[config.mk]
export PLATFORM = sky130hd
export DESIGN_NAME = trunc_fir
export DESIGN_NICKNAME = d
export VERILOG_FILES = /design/src/rtl/trunc_fir_pkg.sv /design/src/rtl/trunc_fir_taps.sv /design/src/rtl/trunc_fir_ppm.sv /design/src/rtl/trunc_fir_csa.sv /design/src/rtl/trunc_fir.sv
export SDC_FILE = /design/constraint.sdc
export NUM_CORES = 1
export LEC_CHECK = 0
export ABC_AREA = 1
export BUFFER_PORTS_ARGS = -buffer_cell sky130_fd_sc_hd__buf_2
export CAP_MARGIN = 20
export CORE_ASPECT_RATIO = 1.25
export CORE_MARGIN = 2
export CORE_UTILIZATION = 40
export CTS_BUF_LIST = sky130_fd_sc_hd__clkbuf_4 sky130_fd_sc_hd__clkbuf_8
export DETAILED_ROUTE_END_ITERATION = 10
export GPL_TIMING_DRIVEN = 1
export PLACE_DENSITY_LB_ADDON = 0.2
export SLEW_MARGIN = 15
export SYNTH_ARGS = -nofsm -noshare
export SYNTH_HDL_FRONTEND = slang
export SYNTH_SLANG_ARGS = --single-unit
[constraint.sdc]
create_clock -name clk -period 13.9 [get_ports clk]
set_clock_uncertainty 0.05 [all_clocks]
set_input_delay 0 -clock clk [delete_from_list [all_inputs] [get_ports clk]]
set_output_delay 0 -clock clk [all_outputs]
set_load 0.05 [all_outputs]
[src/rtl/trunc_fir_pkg.sv]
package trunc_fir_pkg;

  // Row count after one layer of 3:2 compression.
  function automatic int next_rows(input int n);
    return (n / 3) * 2 + (n % 3);
  endfunction

  // Row count entering layer l of the tree.
  function automatic int rows_at(input int n, input int l);
    int r;
    r = n;
    for (int i = 0; i < l; i++) r = next_rows(r);
    return r;
  endfunction

  // Layers needed to reach two rows.
  function automatic int tree_levels(input int n);
    int r;
    int c;
    r = n;
    c = 0;
    while (r > 2) begin
      r = next_rows(r);
      c++;
    end
    return c;
  endfunction

endpackage

[src/rtl/trunc_fir_taps.sv]
module trunc_fir_taps #(
  parameter int TAPS = 8,
  parameter int XW   = 8
) (
  input  logic                       clk,
  input  logic                       rst,
  input  logic                       shift_i,
  input  logic [XW-1:0]              din_i,
  output logic [TAPS-1:0][XW-1:0]    line_o
);

  always_ff @(posedge clk) begin
    if (rst) begin
      line_o <= '0;
    end else if (shift_i) begin
      line_o <= {line_o[TAPS-2:0], din_i};
    end
  end

  AST_LINE_HOLD: assert property (@(posedge clk) disable iff (rst)
    !shift_i |=> $stable(line_o));

  AST_NEWEST_TAP: assert property (@(posedge clk) disable iff (rst)
    shift_i |=> line_o[0] == $past(din_i));

endmodule

[src/rtl/trunc_fir_ppm.sv]
module trunc_fir_ppm #(
  parameter int TAPS  = 8,
  parameter int XW    = 8,
  parameter int CW    = 8,
  parameter int W     = 19,
  parameter int SHIFT = 7,
  parameter logic [TAPS*CW-1:0] COEFS = '0
) (
  input  logic [TAPS-1:0][XW-1:0]   line_i,
  output logic [TAPS*XW:0][W-1:0]   rows_o
);

  // Constant for the row of tap t and input bit j, CW+1 bits wide.
  // The sign bit of x carries negative weight, so its row uses -a.
  function automatic logic [CW:0] row_const(input int t, input int j);
    logic [CW:0] a;
    a = {COEFS[t*CW+CW-1], COEFS[t*CW +: CW]};
    return (j == XW-1) ? -a : a;
  endfunction

  // Largest value the variable bits below column d can hold.
  function automatic longint drop_max(input int d);
    longint e;
    logic [CW:0] c;
    e = 0;
    for (int t = 0; t < TAPS; t++) begin
      for (int j = 0; j < XW; j++) begin
        c = row_const(t, j);
        for (int k = 0; k <= CW; k++) begin
          if (c[k] && (j + k) < d) e = e + (longint'(1) << (j + k));
        end
      end
    end
    return e;
  endfunction

  // Widest deletion whose worst-case loss is still one output unit.
  function automatic int del_cols();
    int d;
    d = 0;
    while (d < SHIFT && drop_max(d + 1) <= (longint'(1) << SHIFT)) d++;
    return d;
  endfunction

  localparam int DEL = del_cols();

  // Single constant row: sign corrections, deletion compensation, rounding.
  function automatic logic [W-1:0] bias_row();
    longint b;
    logic [CW:0] c;
    b = (SHIFT > 0) ? (longint'(1) << (SHIFT - 1)) : 0;
    b = b + drop_max(DEL) / 2;
    for (int t = 0; t < TAPS; t++) begin
      for (int j = 0; j < XW; j++) begin
        c = row_const(t, j);
        if (c[CW]) b = b - (longint'(1) << (j + CW));
      end
    end
    return b[W-1:0];
  endfunction

  localparam logic [W-1:0] BIAS = bias_row();

  always_comb begin
    rows_o = '0;
    for (int t = 0; t < TAPS; t++) begin
      for (int j = 0; j < XW; j++) begin
        automatic logic [CW:0] c = row_const(t, j);
        for (int k = 0; k < CW; k++) begin
          if (c[k] && (j + k) >= DEL) rows_o[t*XW+j][j+k] = line_i[t][j];
        end
        if (c[CW] && (j + CW) >= DEL) rows_o[t*XW+j][j+CW] = ~line_i[t][j];
      end
    end
    rows_o[TAPS*XW] = BIAS;
  end

endmodule

[src/rtl/trunc_fir_csa.sv]
module trunc_fir_csa
  import trunc_fir_pkg::*;
#(
  parameter int N = 65,
  parameter int W = 19
) (
  input  logic [N-1:0][W-1:0] rows_i,
  output logic [W-1:0]        sum_o,
  output logic [W-1:0]        carry_o
);

  localparam int NLEV = tree_levels(N);

  for (genvar l = 0; l < NLEV; l++) begin : g_lv
    localparam int NI = rows_at(N, l);
    localparam int NO = next_rows(NI);
    localparam int NG = NI / 3;

    logic [W-1:0] ri [NI];
    logic [W-1:0] ro [NO];

    for (genvar r = 0; r < NI; r++) begin : g_src
      if (l == 0) begin : g_top
        assign ri[r] = rows_i[r];
      end else begin : g_prev
        assign ri[r] = g_lv[l-1].ro[r];
      end
    end

    for (genvar g = 0; g < NG; g++) begin : g_fa
      assign ro[2*g]   = ri[3*g] ^ ri[3*g+1] ^ ri[3*g+2];
      assign ro[2*g+1] = ((ri[3*g] & ri[3*g+1]) | (ri[3*g] & ri[3*g+2]) |
                          (ri[3*g+1] & ri[3*g+2])) << 1;
    end

    for (genvar r = 3*NG; r < NI; r++) begin : g_pass
      assign ro[2*NG + r - 3*NG] = ri[r];
    end
  end

  assign sum_o   = g_lv[NLEV-1].ro[0];
  assign carry_o = g_lv[NLEV-1].ro[1];

endmodule

[src/rtl/trunc_fir.sv]
module trunc_fir #(
  parameter int TAPS = 8,
  parameter int XW   = 8,
  parameter int CW   = 8,
  parameter int P    = 12,
  parameter logic [TAPS*CW-1:0] COEFS = 64'h01B3_1900_FD40_7F80
) (
  input  logic          clk,
  input  logic          rst,
  input  logic          in_valid,
  output logic          in_ready,
  input  logic [XW-1:0] in_data,
  output logic          out_valid,
  input  logic          out_ready,
  output logic [P-1:0]  out_data
);

  localparam int W     = XW + CW + $clog2(TAPS);
  localparam int SHIFT = W - P;
  localparam int NR    = TAPS * XW + 1;
  localparam logic signed [W+1:0] ULP = (W+2)'(1) <<< SHIFT;

  logic                     adv;
  logic                     take;
  logic [TAPS-1:0][XW-1:0]  line;
  logic [NR-1:0][W-1:0]     rows;
  logic [W-1:0]             cs_s, cs_c;
  logic [W-1:0]             s_q, c_q;
  logic                     v1, v2;
  logic [P-1:0]             y_c;

  assign adv      = !out_valid || out_ready;
  assign in_ready = adv;
  assign take     = in_valid && adv;

  trunc_fir_taps #(.TAPS(TAPS), .XW(XW)) u_taps (
    .clk(clk), .rst(rst), .shift_i(take), .din_i(in_data), .line_o(line)
  );

  trunc_fir_ppm #(
    .TAPS(TAPS), .XW(XW), .CW(CW), .W(W), .SHIFT(SHIFT), .COEFS(COEFS)
  ) u_ppm (
    .line_i(line), .rows_o(rows)
  );

  trunc_fir_csa #(.N(NR), .W(W)) u_csa (
    .rows_i(rows), .sum_o(cs_s), .carry_o(cs_c)
  );

  assign y_c = P'((s_q + c_q) >> SHIFT);

  always_ff @(posedge clk) begin
    if (rst) begin
      v1        <= 1'b0;
      v2        <= 1'b0;
      out_valid <= 1'b0;
      s_q       <= '0;
      c_q       <= '0;
      out_data  <= '0;
    end else if (adv) begin
      v1        <= take;
      v2        <= v1;
      s_q       <= cs_s;
      c_q       <= cs_c;
      out_valid <= v2;
      out_data  <= y_c;
    end
  end

  // Reference values kept beside the carry-save pair for the checks below.
  logic signed [W:0]   exact_c, exact_q;
  logic [W-1:0]        mat_c, mat_q;
  logic signed [W+1:0] pair_ext, diff;

  always_comb begin
    exact_c = '0;
    mat_c   = '0;
    for (int t = 0; t < TAPS; t++) begin
      exact_c = exact_c + (W+1)'($signed(line[t])) *
                          (W+1)'($signed(COEFS[t*CW +: CW]));
    end
    for (int r = 0; r < NR; r++) mat_c = mat_c + rows[r];
  end

  always_ff @(posedge clk) begin
    if (rst) begin
      exact_q <= '0;
      mat_q   <= '0;
    end else if (adv) begin
      exact_q <= exact_c;
      mat_q   <= mat_c;
    end
  end

  assign pair_ext = {{(W+2-P){y_c[P-1]}}, y_c} << SHIFT;
  assign diff     = pair_ext - $signed({exact_q[W], exact_q});

  AST_CSA_CONSERVES: assert property (@(posedge clk) disable iff (rst)
    v2 |-> (s_q + c_q) == mat_q);

  AST_ERR_BOUND: assert property (@(posedge clk) disable iff (rst)
    v2 |-> (diff <= ULP && diff >= -ULP));

  AST_OUT_HOLD: assert property (@(posedge clk) disable iff (rst)
    out_valid && !out_ready |=> out_valid && $stable(out_data));

  AST_VALID_SOURCE: assert property (@(posedge clk) disable iff (rst)
    $rose(out_valid) |-> $past(v2));

endmodule

== Word level (Yosys, flattened, before mapping) ==
Cells that the tools add are included.
Widths: inputs -> output; s select.

* Word-level logic and storage cells: 415
* Bits in registers: 116

* Add/subtract/negate cells: 1
* Bitwise gates (word level): 397
* Reduce and logical (&&, ||, !) cells: 3

{| class="wikitable"
|+ Operator list
! kind !! number
|-
| $and 18x18->18 || 107
|-
| $or 18x18->18 || 87
|-
| $xor 19x19->19 || 69
|-
| $or 18x11->18 || 4
|-
| $or 18x16->18 || 4
|-
| $and 12x13->13 || 5
|-
| $xor 12x13->13 || 5
|-
| $and 10x11->11 || 5
|-
| $xor 10x11->11 || 5
|-
| $or 18x14->18 || 3
|-
| $and 9x10->10 || 5
|-
| $xor 9x10->10 || 5
|-
| $and 9x11->11 || 4
|-
| $and 12x14->14 || 3
|-
| $and 13x14->14 || 3
|-
| $xor 13x14->14 || 3
|-
| $xor 19x16->19 || 2
|-
| $and 18x4->18 || 2
|-
| $and 15x7->15 || 2
|-
| $not 1->1 || 25
|-
| $add 19x19->19 || 1
|-
| $xor 19x15->19 || 1
|-
| $xor 19x4->19 || 1
|-
| $xor 19x6->19 || 1
|-
| other kinds (44) || 49
|}

== Logic depth before layout (Yosys ltp) ==
Gate-level depths: netlist of run 1.

* Depth in word-level cells: 31
* Gate-level depth with buffers: 20
* Depth with buffers taken out: 20

== Cells and area by module ==
From an unflattened synthesis of run 1, not the netlist that was laid out.

* Cell total of the unflattened synthesis: 5,095
* Area total of the unflattened synthesis: 44,224.9 µm²

{| class="wikitable"
|+ By module, submodules not included
! module !! sequential area each (µm²) !! cells an instance !! instances !! area each (µm²)
|-
| trunc_fir_csa || 0.0 || 3,033 || 1 || 29,579.6
|-
| trunc_fir_ppm || 0.0 || 1,237 || 1 || 9,185.1
|-
| trunc_fir || 1,061.0 || 420 || 1 || 2,793.9
|-
| trunc_fir_taps || 1,281.2 || 405 || 1 || 2,666.3
|}

== Worst setup path after synthesis of run 1 ==
No wires, ideal clock.

* Path kind: register to register
* From: register u_taps.line_o[27] (netlist bit)
* To: register s_q[10]
* Arrival time: 5.656 ns
* Stages on the path, launching flop included: 17
* Setup time: 0.152 ns
* Required time: 13.698 ns
* Path slack: 8.043 ns
* Period minus slack after synthesis: 5.857 ns
* Cell sequence: dfxtp_1 > inv_1 > fa_1 > fa_1 > inv_1 > fa_1 > fa_1 > inv_1 > fa_1 > fa_1 > fa_1 > inv_1 > fa_1 > fa_1 > inv_1 > fa_1 > a21oi_1

* Cells in the longest elaborated chain, start to end: 27
* Elaborated cells on any way between the ends: 82
* Classes of those cells: bitwise (82)

{| class="wikitable"
|+ RTL lines
! what !! RTL line !! source
|-
| from (decl) || trunc_fir_taps.sv:9 || <nowiki>output logic [TAPS-1:0][XW-1:0] line_o</nowiki>
|-
| from (signal assigned) || trunc_fir_taps.sv:16 || <nowiki>line_o <= {line_o[TAPS-2:0], din_i};</nowiki>
|-
| $and 12x13->13 or $and 12x14->14 (tied branches) || trunc_fir_csa.sv:32 || <nowiki>assign ro[2*g+1] = ((ri[3*g] & ri[3*g+1]) | (ri[3*g] & ri[3*g+2]) |</nowiki>
|-
| $or 18x18->18 || trunc_fir_csa.sv:32 ||
|-
| $or 18x14->18 || trunc_fir_csa.sv:32 ||
|-
| $and 18x18->18 || trunc_fir_csa.sv:32 ||
|-
| $or 18x18->18 (2 in series) || trunc_fir_csa.sv:32 ||
|-
| $xor 19x19->19 || trunc_fir_csa.sv:31 || <nowiki>assign ro[2*g] = ri[3*g] ^ ri[3*g+1] ^ ri[3*g+2];</nowiki>
|-
| $xor 19x16->19 || trunc_fir_csa.sv:31 ||
|-
| $and 18x18->18 || trunc_fir_csa.sv:32 ||
|-
| (+6 left out) || -- ||
|-
| $xor 19x19->19 or $or 18x18->18 (tied branches) || trunc_fir_csa.sv:31, trunc_fir_csa.sv:32 ||
|-
| $and 18x18->18 or $or 18x18->18 (tied branches) || trunc_fir_csa.sv:32 ||
|-
| $or 18x18->18 or $xor 19x19->19 (tied branches) (2 in series) || trunc_fir_csa.sv:32, trunc_fir_csa.sv:31 ||
|-
| $and 18x18->18 || trunc_fir_csa.sv:32 ||
|-
| $or 18x18->18 (2 in series) || trunc_fir_csa.sv:32 ||
|-
| $and 18x18->18 || trunc_fir_csa.sv:32 ||
|-
| $or 18x18->18 (2 in series) || trunc_fir_csa.sv:32 ||
|-
| $xor 19x19->19 * (2 in series) || trunc_fir_csa.sv:31 ||
|-
| to (signal assigned) || trunc_fir.sv:63 || <nowiki>s_q <= cs_s;</nowiki>
|-
| to (decl) || trunc_fir.sv:28 || <nowiki>logic [W-1:0] s_q, c_q;</nowiki>
|}

Every way passes the cells marked *; elsewhere a longest branch is shown, timed or not.
A chain may end at the register's enable or synchronous reset.

== Worst setup path after layout of run 1 ==
Ends and elaborated chain as after synthesis.

==> impl_metrics.env, run 1 <==
export IMPL_synth_xor_area_share_pct=0.999
export IMPL_hold_viol_final=0
export IMPL_drv_cap=0
export IMPL_drive_gt1_share_pct=4.31
export IMPL_core_area_sq_um=25900
export IMPL_crit_family="adder cells"
export IMPL_finalSetupViolCount=0
export IMPL_path_clk_slew_ps=120
export IMPL_grt_busiest_layer="met2"
export IMPL_cpMaxStageDelayCell="fa_1"
export IMPL_finalCriticalPeriod_ps=6040
export IMPL_max_stage_delay_ps=680
export IMPL_grt_max_degree=101
export IMPL_critPathLaunchType="flop"
export IMPL_rr_worst_depth=16
export IMPL_die_h_um=185
export IMPL_die_area_sq_um=27600
export IMPL_grt_pass1_vias=7330
export IMPL_first_pass_iters=4
export IMPL_path_cells="inv_1 > fa_1 > fa_1 > inv_1 > fa_1 > fa_1 > inv_1 > fa_1 > fa_1 > fa_1 > inv_1 > fa_1 > fa_1 > inv_1 > fa_1 > a21oi_1"
export IMPL_fillers=2632
export IMPL_syn_nets=1508
export IMPL_floorplan_io_pins=26
export IMPL_met2_usage_pct=34.2
export IMPL_ys_ff_latch=102
export IMPL_hp_start="in_valid"
export IMPL_antenna_found_initial=0
export IMPL_grt_use_total_pct=17.7
export IMPL_period_share_pct=43.4
export IMPL_synth_area_sq_um=10500
export IMPL_hp_class="input pin to flop"
export IMPL_drtIter0Drc=290
export IMPL_synth_simple_area_share_pct=7.66
export IMPL_synth_distinct_cells=30
export IMPL_register_area_sq_um=2040
export IMPL_hold_buffers=11
export IMPL_cts_sinks=102
export IMPL_via_per_inst=4.58
export IMPL_syn_avg_cell_area_sq_um=9.08
export IMPL_drc_errors=0
export IMPL_cts_path_max_buffers=2
export IMPL_ctsResizeCount=0
export IMPL_hold_path_end="v1"
export IMPL_cts_inserted_buffers=9
export IMPL_cts_tree="built"
export IMPL_required_ps=14160
export IMPL_worstSkewPairLatency_ps=420
export IMPL_cts_max_level=3
export IMPL_ant_nets=0
export IMPL_wirelength_um=22600
export IMPL_use_met1_pct=20.6
export IMPL_routabilityCongestion=0.848
export IMPL_whs_path_depth=4
export IMPL_status="finished clean"
export IMPL_synth_compound_area_share_pct=8.17
export IMPL_multi_input_area_sq_um=7160
export IMPL_synth_largest_area_cell="fa_1"
export IMPL_grt_setup_unrepaired="no"
export IMPL_use_met3_pct=1.77
export IMPL_slew_headroom_pct=34.5
export IMPL_cp_num_buf_inv=5
export IMPL_endpoint_kind="flop"
export IMPL_fin_nets=1526
export IMPL_synth_top_family_by_area="adder cells"
export IMPL_synth_top_cell_area_share_pct=29.3
export IMPL_via_count=6976
export IMPL_cts_root_buf="clkbuf_8"
export IMPL_syn_inst=1159
export IMPL_worst_pin_slew_ps=983
export IMPL_diodes=0
export IMPL_final_common_cell="inv_1"
export IMPL_post_drt_wl_per_cell_um=14.8
export IMPL_fp_row_count=66
export IMPL_io_buffer_count=25
export IMPL_die_x_um=149
export IMPL_timing_setup_critical_path_class="flop to flop"
export IMPL_synthAdderAreaFrac_pct=51.1
export IMPL_crit_reg2reg_capture="s_q[10]"
export IMPL_rrSetupSlack_ps=7860
export IMPL_final_cell_mix="inv_1 (307), ha_1 (183), fa_1 (154)"
export IMPL_grt_ovfl_total=0
export IMPL_reg2reg_from="u_taps.line_o[27]"
export IMPL_synth_area_top_cells="fa_1 (29%), ha_1 (22%), dfxtp_1 (19%)"
export IMPL_yosysSeqAreaShare_pct=19.4
export IMPL_worstPathMaxFanout=5
export IMPL_synth_mux_area_share_pct=0
export IMPL_tns_ps=0
export IMPL_dp_hpwl_um=18300
export IMPL_yosysWarnings=0
export IMPL_grt_pass1_wl_um=37200
export IMPL_cp_arrival_ps=6290
export IMPL_cp_common_cell="fa_1"
export IMPL_start_util_pct=40.6
export IMPL_cts_setup_buffers=0
export IMPL_syn_to_final_growth_pct=6.78
export IMPL_max_freq_ghz=0.166
export IMPL_slew_violations=0
area by class of cell:
type                       instances  area share [%]
tap                              340            3.79
multi-input combinational        716            63.7
sequential                       102            18.2
timing repair buffer              38            2.23
inverter                         310            10.4
clock buffer                      11            1.35
clock inverter                     5           0.412
worst max-delay path by stage:
stage                 startpoint  endpoint  slack, ps  cells after the start
2_1_floorplan  u_taps.line_o[27]   s_q[10]       8040                     16
3_3_place_gp   u_taps.line_o[27]   s_q[10]       7900                     16
3_5_place_dp   u_taps.line_o[27]   s_q[10]       7840                     16
4_1_cts        u_taps.line_o[27]   s_q[10]       7810                     16
5_1_grt        u_taps.line_o[27]   s_q[10]       7590                     18
6_report       u_taps.line_o[27]   s_q[10]       7860                     16
worst register-to-register path: stages (launching register included):
cell     delay [ps]
dfxtp_1         460
inv_1           160
fa_1            680
fa_1            450
inv_1           100
fa_1            440
fa_1            540
inv_1            50
fa_1            480
fa_1            450
fa_1            510
inv_1            50
fa_1            450
fa_1            490
inv_1            50
fa_1            470
a21oi_1          50
layer usage:
layer  wire (um)  up-vias
met3         269       16
met1        9690     3372
met2       12200       39
met5           0        -
li1            -     3549
met4         363        0
synthesized netlist by cell type:
library cell  count
xnor2_1           3
nand4_1           6
o21ai_0          95
ha_1            183
nor2_4            1
a21o_1            2
buf_4             2
xor2_1            9
nor2_1           87
or2_2             2
nand2_1          75
a21oi_1          65
dfxtp_1         102
and2_1            2
inv_1           307
maj3_1            1
inv_2             1
nand3b_1          1
conb_1            1
nand3_1          21
nand2_4           1
buf_6             4
buf_2             5
o21ai_2           1
clkinv_1          1
inv_4             1
o21ai_1           4
o21bai_1          2
fa_1            154
clkbuf_1         20
sequential cells by signal (all words and copies together), names as in the netlist:
register,count
u_taps.line_o,61
c_q,13
s_q,13
out_data,12
out_valid,1
v1,1
v2,1
per-stage QoR:
stage	hold WS, ps	worst slack (ps)	utilization, %	instance area [sq um]	cells
floorplan	19.1	8040	-	10500	1159
global placement	157	7900	42.2	10900	1495
detailed placement	156	7840	42.2	10900	1495
CTS	236	7810	43.3	11200	1522
global route	282	7590	43.3	11200	1522
finish	270	7860	43.3	11200	1522
logic make-up (layout without fill, tap and decap cells):
family / after synthesis / after routing
fa+ha+maj: 338 / 338
other cells: 1 / 1
flops: 102 / 102
xor+xnor: 12 / 12
compound gates: 169 / 169
buf+inv: 341 / 364
simple gates: 196 / 196
Power of run 1 is left out: the tool's default activity adds up to more than one toggle a clock period on the data nets, which glitch-free logic cannot reach.
==> inputs of run 2 (changes only) <==
==> constraint.sdc (replaced) <==
create_clock -name clk -period 5.6 [get_ports clk]
set_clock_uncertainty 0.05 [all_clocks]
set_input_delay 0 -clock clk [delete_from_list [all_inputs] [get_ports clk]]
set_output_delay 0 -clock clk [all_outputs]
set_load 0.05 [all_outputs]
==> run 2 against run 1 <==
Compared with the run above: first-iteration DRC count is 10% lower; largest cell class unchanged; worst hold slack worse by 160 ps; worst setup slack got worse by 7800 ps; core utilization grew 1.1 points; routed wire length up 1.9%; critical path type unchanged; critical path depth down 2; design area up 2.5%; via count rose by 2.6%; register-to-register slack worse by 7800 ps.
==> impl_metrics.env, run 2 (same netlist as run 1, synthesis figures left out) <==
export IMPL_final_common_cell="inv_1"
export IMPL_grt_setup_unrepaired="yes"
export IMPL_antenna_found_initial=0
export IMPL_routabilityCongestion=0.848
export IMPL_drive_gt1_share_pct=8.33
export IMPL_worst_pin_slew_ps=831
export IMPL_via_count=7159
export IMPL_cts_max_level=3
export IMPL_fillers=2603
export IMPL_cp_arrival_ps=5830
export IMPL_fin_nets=1556
export IMPL_die_x_um=149
export IMPL_place_inst=1525
export IMPL_post_drt_wl_per_cell_um=14.8
export IMPL_critPathLaunchType="flop"
export IMPL_fp_row_count=66
export IMPL_ant_nets=0
export IMPL_postLayoutCoreUtil_pct=44.4
export IMPL_period_share_pct=99.7
export IMPL_final_cell_mix="inv_1 (301), ha_1 (182), fa_1 (149)"
export IMPL_top_regs="u_taps.line_o: 61 flops, c_q: 13 flops, s_q: 13 flops"
export IMPL_cts_path_max_buffers=2
export IMPL_drc_errors=0
export IMPL_hold_viol_final=0
export IMPL_slew_headroom_pct=44.6
export IMPL_die_h_um=185
export IMPL_slew_violations=0
export IMPL_worstPathMaxFanout=4
export IMPL_io_buffer_count=25
export IMPL_status="finished clean"
export IMPL_finalSetupViolCount=0
export IMPL_dp_hpwl_um=19100
export IMPL_diodes=0
export IMPL_first_pass_iters=4
export IMPL_start_util_pct=40.6
export IMPL_drv_cap=0
export IMPL_cts_inserted_buffers=9
export IMPL_largest_register_ffs=61
export IMPL_regMostFlops="u_taps.line_o"
export IMPL_syn_to_final_growth_pct=9.41
export IMPL_cts_sinks=102
export IMPL_grt_pass1_wl_um=38700
export IMPL_drtIter0Drc=260
export IMPL_max_freq_ghz=0.179
export IMPL_wirelength_um=23000
export IMPL_timing_setup_critical_path_class="flop to flop"
export IMPL_required_ps=5850
export IMPL_cts_root_buf="clkbuf_8"
export IMPL_core_area_sq_um=25900
export IMPL_grt_max_degree=56
export IMPL_endpoint_kind="flop"
export IMPL_fin_cells=1552
export IMPL_finalCriticalPeriod_ps=5580
export IMPL_cts_tree="built"
export IMPL_die_area_sq_um=27600
export IMPL_path_clk_slew_ps=120
export IMPL_grt_pass1_vias=7627
export IMPL_via_per_inst=4.61
export IMPL_place_area_sq_um=11200
export IMPL_hp_class="input pin to flop"
export IMPL_worstSkewPairLatency_ps=410
export IMPL_final_area_sq_um=11500
export IMPL_grt_ovfl_total=0
export IMPL_floorplan_io_pins=26
export IMPL_grt_use_total_pct=18.3
## run 2: changes by cell type in the layout (fill, tap and decap cells not counted), sizes merged
cell and change:
buf +30
## run 2: metrics by stage
stage	hold slack (ps)	worst slack (ps)	setup TNS (ps)
3_5_place_dp	157	-53.3	-66.5
3_3_place_gp	154	7.93	0
4_1_cts	97.6	8.70	0
6_report	108	19.3	0
5_1_grt	140	-129	-254
2_1_floorplan	19.1	-10.8	-10.8
## run 2: final cells by class
cell class / instances / area (sq um) / area share, %
multi-input cells: 716 / 7190 / 62.4
well taps: 340 / 425 / 3.69
clock inverters: 5 / 46.3 / 0.402
flip-flops and latches: 102 / 2060 / 17.9
inverters: 310 / 1170 / 10.2
clock buffers: 11 / 151 / 1.31
repair buffers: 68 / 475 / 4.13
## run 2: routing by layer
layer,GRT usage (%),vias to the layer above,wire [um],share of wire [%]
met5,0,-,0,0
met2,34.3,55,12400,54
met3,1.97,21,300,1.3
met1,21.7,3465,9810,43
li1,-,3618,-,-
met4,5.60,0,463,2.0
## run 2: worst max-delay path, stage by stage, from the launching register on
cell     delay (ps)
dfxtp_4         370
inv_4            30
fa_2            610
fa_1            430
inv_2            80
fa_1            430
fa_1            490
inv_1            50
fa_1            450
fa_2            550
fa_1            430
fa_1            520
fa_1            430
fa_1            500
a21oi_2          50
## run 2: timing repair
item	in CTS	in global routing
hold buffers	11	0
setup endpoints to repair	2	12
buffers inserted	0	0
pin swaps	4	7
hold endpoints to repair	25	0
resized for setup	1	17
gates cloned	0	0
## run 2: worst paths after layout
| check | start | depth (start not counted) | slack, ps | endpoint |
|---|---|---|---|---|
| hold / removal | in_valid | 3 | 110 | u_taps.line_o[6] |
| hold reg to reg | v2 | 2 | 440 | out_valid |
| setup reg to reg | u_taps.line_o[28] | 14 | 20 | s_q[9] |
| setup / recovery | u_taps.line_o[28] | 14 | 20 | s_q[9] |
Power of run 2 is left out for the same reason.
